===== src/rtl/lact_pkg.sv =====
package lact_pkg;

   typedef enum logic [2:0] {
      TX_QUIET = 3'd0,
      TX_TL    = 3'd1,
      TX_TN    = 3'd2,
      TX_S1    = 3'd3,
      TX_S2    = 3'd4,
      TX_S3    = 3'd5
   } tx_sig_e;

   typedef enum logic [3:0] {
      ST_IDLE,
      ST_LT_TL,
      ST_LT_WAIT,
      ST_LT_SL1,
      ST_LT_SL2,
      ST_LT_SYNC,
      ST_NT_TN,
      ST_NT_SN1,
      ST_NT_SN2,
      ST_LINKED
   } seq_state_e;

   localparam int unsigned STAT_PROG = 0;
   localparam int unsigned STAT_SYNC = 1;
   localparam int unsigned STAT_ERR  = 2;
   localparam int unsigned STAT_LINK = 3;

   function automatic int unsigned max3(input int unsigned a, input int unsigned b,
                                        input int unsigned c);
      int unsigned m;
      m = (a > b) ? a : b;
      return (m > c) ? m : c;
   endfunction

endpackage


===== src/rtl/lact_ms_timer.sv =====
module lact_ms_timer #(
   parameter int unsigned W = 4
) (
   input  logic         clk,
   input  logic         rst,
   input  logic         clr,
   input  logic         tick,
   input  logic [W-1:0] limit,
   output logic         expired
);

   logic [W-1:0] cnt_q;

   always_ff @(posedge clk) begin
      if (rst || clr)
         cnt_q <= '0;
      else if (tick && (cnt_q != limit))
         cnt_q <= cnt_q + 1'b1;
   end

   assign expired = (cnt_q == limit);

   // once the limit is reached the count holds until cleared
   assert_timer_holds_R10: assert property (@(posedge clk) disable iff (rst)
      (expired && !clr && $stable(limit)) |=> expired);

endmodule


===== src/rtl/lact_fsm.sv =====
module lact_fsm
   import lact_pkg::*;
#(
   parameter int unsigned PH_W   = 3,
   parameter int unsigned TL_MS  = 3,
   parameter int unsigned TN_MS  = 6,
   parameter int unsigned SL1_MS = 24
) (
   input  logic            clk,
   input  logic            rst,
   input  logic            mode_lt_i,
   input  logic            act_req_i,
   input  logic            fe_present_i,
   input  logic            fe_lost_i,
   input  logic            fd_done_i,
   input  logic            ph_exp_i,
   input  logic            reply_exp_i,
   input  logic            wd_exp_i,
   output seq_state_e      state_o,
   output logic            ph_clr_o,
   output logic [PH_W-1:0] ph_limit_o,
   output logic            in_act_o,
   output logic            err_o,
   output logic            req_clr_o
);

   localparam logic [PH_W-1:0] LIM_TL  = PH_W'(TL_MS);
   localparam logic [PH_W-1:0] LIM_TN  = PH_W'(TN_MS);
   localparam logic [PH_W-1:0] LIM_SL1 = PH_W'(SL1_MS);

   seq_state_e state_q, state_d;
   logic       err_q, req_clr_q;
   logic       start, abort, in_act;

   assign in_act = (state_q != ST_IDLE) && (state_q != ST_LINKED);
   assign start  = (state_q == ST_IDLE) && act_req_i;

   always_comb begin
      state_d = state_q;
      abort   = 1'b0;
      unique case (state_q)
         ST_IDLE:    if (act_req_i) state_d = mode_lt_i ? ST_LT_TL : ST_NT_TN;
         ST_LT_TL:   if (ph_exp_i) state_d = ST_LT_WAIT;
         ST_LT_WAIT: if (fe_lost_i) state_d = ST_LT_SL1;
         ST_LT_SL1:  if (ph_exp_i) state_d = ST_LT_SL2;
         ST_LT_SL2:  if (fe_present_i) state_d = ST_LT_SYNC;
         ST_LT_SYNC: if (fd_done_i) state_d = ST_LINKED;
         ST_NT_TN:   if (ph_exp_i) state_d = ST_NT_SN1;
         ST_NT_SN1: begin
            if (fe_present_i) begin
               state_d = ST_NT_SN2;
            end else if (reply_exp_i) begin
               state_d = ST_IDLE;
               abort   = 1'b1;
            end
         end
         ST_NT_SN2:  if (fd_done_i) state_d = ST_LINKED;
         ST_LINKED:  state_d = ST_LINKED;
         default:    state_d = ST_IDLE;
      endcase
      // the activation watchdog overrides every other move
      if (in_act && wd_exp_i) begin
         state_d = ST_IDLE;
         abort   = 1'b1;
      end
   end

   always_ff @(posedge clk) begin
      if (rst) begin
         state_q   <= ST_IDLE;
         err_q     <= 1'b0;
         req_clr_q <= 1'b0;
      end else begin
         state_q   <= state_d;
         req_clr_q <= start;
         if (start)
            err_q <= 1'b0;
         else if (abort)
            err_q <= 1'b1;
      end
   end

   always_comb begin
      unique case (state_q)
         ST_LT_TL:  ph_limit_o = LIM_TL;
         ST_NT_TN:  ph_limit_o = LIM_TN;
         ST_LT_SL1: ph_limit_o = LIM_SL1;
         default:   ph_limit_o = LIM_SL1;
      endcase
   end

   assign ph_clr_o  = (state_d != state_q);
   assign state_o   = state_q;
   assign in_act_o  = in_act;
   assign err_o     = err_q;
   assign req_clr_o = req_clr_q;

   assert_start_R2: assert property (@(posedge clk) disable iff (rst)
      (state_q == ST_IDLE && act_req_i) |=>
         (req_clr_q && !err_q && (state_q == ST_LT_TL || state_q == ST_NT_TN)));

   assert_reply_abort_R9: assert property (@(posedge clk) disable iff (rst)
      (state_q == ST_NT_SN1 && reply_exp_i && !fe_present_i) |=>
         (state_q == ST_IDLE && err_q));

   assert_wdog_abort_R10: assert property (@(posedge clk) disable iff (rst)
      (in_act && wd_exp_i) |=> (state_q == ST_IDLE && err_q));

   assert_link_holds_R12: assert property (@(posedge clk) disable iff (rst)
      (state_q == ST_LINKED) |=> (state_q == ST_LINKED));

   assert_req_pulse_R2: assert property (@(posedge clk) disable iff (rst)
      req_clr_q |=> !req_clr_q);

endmodule


===== src/rtl/lact_payload_gate.sv =====
module lact_payload_gate #(
   parameter bit REGISTERED = 1'b0
) (
   input  logic clk,
   input  logic rst,
   input  logic linked_i,
   input  logic cust_en_i,
   input  logic verif_mode_i,
   input  logic m4_act_i,
   output logic payload_en_o
);

   logic m4_seen_q;
   logic open_now;

   always_ff @(posedge clk) begin
      if (rst || !linked_i)
         m4_seen_q <= 1'b0;
      else if (m4_act_i)
         m4_seen_q <= 1'b1;
   end

   assign open_now = linked_i && (cust_en_i || (verif_mode_i && m4_seen_q));

   if (REGISTERED) begin : g_reg
      logic pay_q;
      always_ff @(posedge clk) begin
         if (rst) pay_q <= 1'b0;
         else     pay_q <= open_now;
      end
      assign payload_en_o = pay_q;
   end else begin : g_comb
      assign payload_en_o = open_now;
   end

   assert_payload_linked_R7: assert property (@(posedge clk) disable iff (rst)
      payload_en_o |-> linked_i);

   assert_m4_memory_R8: assert property (@(posedge clk) disable iff (rst)
      (linked_i && m4_act_i) |=> (m4_seen_q || !linked_i));

endmodule


===== src/rtl/lact_seq.sv =====
module lact_seq
   import lact_pkg::*;
#(
   parameter int unsigned WDOG_MS     = 15000,
   parameter int unsigned REPLY_MS    = 480,
   parameter int unsigned TL_MS       = 3,
   parameter int unsigned TN_MS       = 6,
   parameter int unsigned SL1_MS      = 24,
   parameter bit          PAYLOAD_REG = 1'b0
) (
   input  logic       clk,
   input  logic       rst,
   input  logic       ms_tick,
   input  logic       mode_lt,
   input  logic       act_req,
   input  logic       cust_en,
   input  logic       verif_mode,
   input  logic       m4_act,
   input  logic       fe_present,
   input  logic       fe_lost,
   input  logic       fd_done,
   output logic [2:0] tx_sel,
   output logic       payload_en,
   output logic [3:0] status,
   output logic       req_clr
);

   localparam int unsigned PH_MAX = max3(TL_MS, TN_MS, SL1_MS);
   localparam int unsigned PH_W   = $clog2(PH_MAX + 1);
   localparam int unsigned WD_W   = $clog2(WDOG_MS + 1);
   localparam int unsigned RP_W   = $clog2(REPLY_MS + 1);

   if (TL_MS < 1 || TN_MS < 1 || SL1_MS < 1 || REPLY_MS < 1) begin : g_bad_len
      $error("lact_seq: every phase length must be at least one tick");
   end
   if (WDOG_MS <= REPLY_MS + TN_MS) begin : g_bad_wdog
      $error("lact_seq: watchdog must outlast the customer-side reply window");
   end

   seq_state_e      state;
   logic            ph_clr, ph_exp, reply_exp, wd_exp;
   logic [PH_W-1:0] ph_limit;
   logic            in_act, err, linked;

   lact_fsm #(
      .PH_W  (PH_W),
      .TL_MS (TL_MS),
      .TN_MS (TN_MS),
      .SL1_MS(SL1_MS)
   ) fsm_i (
      .clk         (clk),
      .rst         (rst),
      .mode_lt_i   (mode_lt),
      .act_req_i   (act_req),
      .fe_present_i(fe_present),
      .fe_lost_i   (fe_lost),
      .fd_done_i   (fd_done),
      .ph_exp_i    (ph_exp),
      .reply_exp_i (reply_exp),
      .wd_exp_i    (wd_exp),
      .state_o     (state),
      .ph_clr_o    (ph_clr),
      .ph_limit_o  (ph_limit),
      .in_act_o    (in_act),
      .err_o       (err),
      .req_clr_o   (req_clr)
   );

   lact_ms_timer #(.W(PH_W)) phase_tmr_i (
      .clk    (clk),
      .rst    (rst),
      .clr    (ph_clr),
      .tick   (ms_tick),
      .limit  (ph_limit),
      .expired(ph_exp)
   );

   lact_ms_timer #(.W(RP_W)) reply_tmr_i (
      .clk    (clk),
      .rst    (rst),
      .clr    (state != ST_NT_SN1),
      .tick   (ms_tick),
      .limit  (RP_W'(REPLY_MS)),
      .expired(reply_exp)
   );

   lact_ms_timer #(.W(WD_W)) wdog_tmr_i (
      .clk    (clk),
      .rst    (rst),
      .clr    (!in_act),
      .tick   (ms_tick),
      .limit  (WD_W'(WDOG_MS)),
      .expired(wd_exp)
   );

   assign linked = (state == ST_LINKED);

   lact_payload_gate #(.REGISTERED(PAYLOAD_REG)) gate_i (
      .clk         (clk),
      .rst         (rst),
      .linked_i    (linked),
      .cust_en_i   (cust_en),
      .verif_mode_i(verif_mode),
      .m4_act_i    (m4_act),
      .payload_en_o(payload_en)
   );

   always_comb begin
      unique case (state)
         ST_LT_TL:                          tx_sel = TX_TL;
         ST_NT_TN:                          tx_sel = TX_TN;
         ST_LT_SL1, ST_NT_SN1:              tx_sel = TX_S1;
         ST_LT_SL2, ST_LT_SYNC, ST_NT_SN2:  tx_sel = TX_S2;
         ST_LINKED:                         tx_sel = TX_S3;
         default:                           tx_sel = TX_QUIET;
      endcase
   end

   always_comb begin
      status = '0;
      if (linked) begin
         status[STAT_LINK] = 1'b1;
         status[STAT_SYNC] = 1'b1;
         status[STAT_PROG] = 1'b1;
      end else if (in_act) begin
         status[STAT_PROG] = 1'b1;
      end else begin
         status[STAT_ERR]  = err;
      end
   end

   assert_link_needs_train_R6: assert property (@(posedge clk) disable iff (rst)
      $rose(status[STAT_LINK]) |-> $past(fd_done));

   assert_quiet_when_idle_R1: assert property (@(posedge clk) disable iff (rst)
      (status[STAT_PROG] == 1'b0) |-> (tx_sel == 3'd0 && !payload_en));

   assert_err_exclusive_R11: assert property (@(posedge clk) disable iff (rst)
      status[STAT_ERR] |-> (status[STAT_PROG] == 1'b0 && status[STAT_LINK] == 1'b0));

endmodule


===== config.mk =====
export PLATFORM = sky130hd
export DESIGN_NAME = lact_seq
export DESIGN_NICKNAME = d
export VERILOG_FILES = /design/src/rtl/lact_pkg.sv /design/src/rtl/lact_ms_timer.sv /design/src/rtl/lact_fsm.sv /design/src/rtl/lact_payload_gate.sv /design/src/rtl/lact_seq.sv
export SDC_FILE = /design/constraint.sdc
export NUM_CORES = 1
export LEC_CHECK = 0
export ABC_AREA = 1
export ABC_CLOCK_PERIOD_IN_PS = 2250
export BUFFER_PORTS_ARGS = -buffer_cell sky130_fd_sc_hd__buf_2
export CAP_MARGIN = 25
export CORE_UTILIZATION = 45
export DETAILED_ROUTE_END_ITERATION = 8
export GPL_TIMING_DRIVEN = 0
export PLACE_DENSITY_LB_ADDON = 0.25
export SLEW_MARGIN = 15
export SYNTH_ARGS = -nofsm -noshare
export SYNTH_HDL_FRONTEND = slang
export SYNTH_SLANG_ARGS = --single-unit

===== constraint.sdc =====
create_clock -name clk -period 2.25 [get_ports clk]
set_input_delay 0.1125 -clock clk [delete_from_list [all_inputs] [get_ports clk]]
set_output_delay 0.1125 -clock clk [all_outputs]
set_load 0.02 [all_outputs]

==> flow_metrics.tcl <==
set metrics [dict create \
    run_status "finished clean" \
    antenna_found_initial 0 \
    p_sw_share_pct 42.3 \
    max-vdd-ir-drop_uv 491 \
    die_w_um 74.1 \
    dpl_cell_area_um2 2520 \
    worst_setup_path_start_kind "flop" \
    worst-endpoint-required_ps 2440 \
    fin_crit_sh_pct 86.8 \
    hold_path.startpoint "rst" \
    crit_type "flop to flop" \
    pin_count_of_the_biggest_net_entering_global_routing 13 \
    numPortBuffers 19 \
    synth.yosys.seq_area_share_pct 32.5 \
    gr-total-overflow 0 \
    worstPathArrival_ps 2140 \
    total_non_filler_cell_area_in_the_finished_layout_um2 2640 \
    grt_first_pass_wirelength_um 8070 \
    final-hold-violation-count 0 \
    globalplace.congestion 0.872 \
    tightestPinTransition_ps 407 \
    synth.distinct_cells 32 \
    critical_path_peak_fanout 4 \
    asyncSetResetFlopFracSynth_pct 0 \
    clkPwrFrac_pct 23.8 \
    cell_internal_power_dissipation_w 0.00138 \
    clk_latency_ps 290 \
    synth.cell_area_um2 2340 \
    report.final.slew_viol_count 0 \
    synth_seq_cells 38 \
    design.final.nets 386 \
    cts.htree.levels 2 \
    number_of_buffers_created_by_cts 5 \
    syn_avg_cell_area_um2 6.80 \
    grt_setup_unrepaired "no" \
    total_via_count_after_detailed_routing 2146 \
    core_footprint_um2 4850 \
    num_antenna_cells 0 \
    grtUsageTotal_pct 19.0 \
    hpwlAfterDp_um 3700 \
    mappedNetlistNets 360 \
    netSwitchingPower_w 0.00101 \
    ant_nets 0 \
    biggest_area_consumer_among_synthesized_cells "dfxtp_1" \
    die_area_um2 5490 \
    cts_sinks 38 \
    num_rows 25 \
    reg2reg_slack_ps 300 \
    hold-path-endpoint "fsm_i.req_clr_o$_SDFF_PP0_" \
    synth_enable_flop_cells 0 \
    total_power_w 0.00239 \
    reg2reg_depth 11 \
    worst_hold_path_type "input port to flop" \
    routed_wl_um 4680 \
    clock_tree.buffer_depth 2 \
    synth.yosys.warnings 0 \
    netlist_instances 344 \
    yosys-top-cells-area "dfxtp_1 33%, nand2_1 11%, inv_1 8.7%, nand3_1 6.4%, nor2_1 5.1%" \
    leakage_power_nw 1.05 \
    wl_per_cell_um 10.7 \
    r2r_start "reply_tmr_i.cnt_q[0]$_SDFFE_PP0P_" \
    synth.top_cell.area_share_pct 32.5 \
    r2r-end "reply_tmr_i.cnt_q[7]$_SDFFE_PP0P_" \
    clock_skew_after_layout_ps 9.68 \
    finalSetupTns_ps 0 \
    comb_power_share_pct 42.1 \
    hold_depth 2 \
    initial_utilization_pct 48.3 \
    holdBufCountCts 0 \
    first_iter_violations 117 \
    max_slew_margin_pct 72.9 \
    max_clock_freq_mhz 512 \
    cts_tree "yes" \
    post-route-min-period_ps 1950 \
    setup-violations-final 0 \
    cp-end-kind "flop" \
    drt-vias-per-instance 4.90 \
    power.share.sequential_pct 34.1 \
    cts-root-buf "clkbuf_8" \
    powerDensity_nw_per_um2 906 \
    post-route-drc-count 0 \
    die_h_um 74.1 \
    max_cap_violations 0 \
    drtPass1Iterations 4 \
    boundaryPins 20 \
    synth_top_flop_cell "dfxtp_1" \
    area_growth_pct 12.6 \
    clkTransAtPathRegs_ps 80 \
    final_layout_size_suffix_gt1_share_pct 20.2 \
    via_count_of_the_first_global_routing_pass 1835 \
]
## routing by layer
metal	up-vias	global-route usage [%]	routed length (um)
met5	-	0	0
met4	0	5.77	29
met3	4	4.20	166
met2	39	28.2	2000
met1	945	27.4	2490
li1	1158	-	-
## per-stage QoR
| stage | hold slack (ps) | util [%] | worst slack, ps | cells |
|---|---|---|---|---|
| final | 70.6 | 54.3 | 298 | 438 |
| after CTS | 64.7 | 54.2 | 220 | 438 |
| after global routing | 84.3 | 54.3 | 74.4 | 438 |
| after floorplan | 189 | - | 487 | 344 |
| after detailed placement | 371 | 51.9 | 227 | 430 |
| after global placement | 371 | 51.9 | 242 | 430 |
## placed cells by master, fill, tap and decap left out, drive strengths merged, types with 2 or more instances in the layout
cell	instances
nand2	76
inv	60
nor2	43
dfxtp	38
nand3	38
a21oi	23
buf	23
o21ai	18
nor3	15
xor2	8
nand4	7
ha	5
clkbuf	5
or2	2
clkinv	2
## flip-flops by register name, summed over array words and instances (netlist names)
register           cells
fsm_i.req_clr_o        1
wdog_tmr_i.cnt_q      14
gate_i.m4_seen_q       1
reply_tmr_i.cnt_q      9
fsm_i.state_o          4
tx_sel                 3
phase_tmr_i.cnt_q      5
fsm_i.err_o            1
## worst max path at each step
stage	startpoint	endpoint	slack, ps
after floorplan	reply_tmr_i.cnt_q[0]$_SDFFE_PP0P_	reply_tmr_i.cnt_q[7]$_SDFFE_PP0P_	490
after global placement	reply_tmr_i.cnt_q[0]$_SDFFE_PP0P_	reply_tmr_i.cnt_q[7]$_SDFFE_PP0P_	240
after detailed placement	reply_tmr_i.cnt_q[0]$_SDFFE_PP0P_	reply_tmr_i.cnt_q[7]$_SDFFE_PP0P_	230
after CTS	reply_tmr_i.cnt_q[0]$_SDFFE_PP0P_	reply_tmr_i.cnt_q[7]$_SDFFE_PP0P_	220
after global routing	reply_tmr_i.cnt_q[0]$_SDFFE_PP0P_	reply_tmr_i.cnt_q[7]$_SDFFE_PP0P_	70
final	reply_tmr_i.cnt_q[0]$_SDFFE_PP0P_	reply_tmr_i.cnt_q[7]$_SDFFE_PP0P_	300
## power by group through the flow
stage | Clock, W | Combinational, W | Sequential (W)
4_1_cts | 0.000588 | 0.00101 | 0.000815
2_1_floorplan | 0 | 0.000755 | 0.000850
5_1_grt | 0.000614 | 0.00114 | 0.000827
6_report | 0.000569 | 0.00100 | 0.000815
3_3_place_gp | 0 | 0.000990 | 0.000830
3_5_place_dp | 0 | 0.00100 | 0.000830
## cell families (layout without fill, tap and decap cells)
logic type	Yosys count	after routing	synth area share, %
AOI/OAI and AO/OA	45	45	10.2
and+or+nand+nor	184	184	40.8
xor gates and xnor gates	8	8	2.99
buffers and inverters	64	91	10.8
adders and majority gates	5	5	2.67
DFF	38	38	32.5
## critical path, cell delays in order, from the launching register on
cell	delay, ps
dfxtp_1	350
inv_1	80
ha_1	210
nand4_1	100
nor2_1	90
nor2_2	150
inv_1	100
nor2_1	160
nand3_1	110
or2_2	290
o21ai_0	160
a21oi_1	50
## cell type report
type / instances / area [um2]
fill: 461 / 2210
multi-input combinational: 242 / 1330
sequential: 38 / 761
inverter: 60 / 228
timing repair buffer: 19 / 95.1
tap: 67 / 83.8
clock buffer: 5 / 68.8
clock inverter: 3 / 40.0
buffer: 4 / 25.0
## repair_timing
action                                  CTS  global route
gates resized for setup                   0             2
endpoints found under the setup margin    0             2
setup buffers                             0             0
## synthesized netlist by cell type (2+ instances only)
library cell	number
a21oi_1	23
or2_2	2
nand2_2	8
nand3_2	7
nor2_2	5
inv_1	54
nand4_1	7
xor2_1	8
nand2_1	67
nor2_4	5
inv_2	5
nor2_1	32
o21ai_0	17
buf_4	2
nand3_1	30
nor3_1	10
buf_2	2
ha_1	5
dfxtp_1	38
nor3_2	5
(Power assumes the default switching activity.)
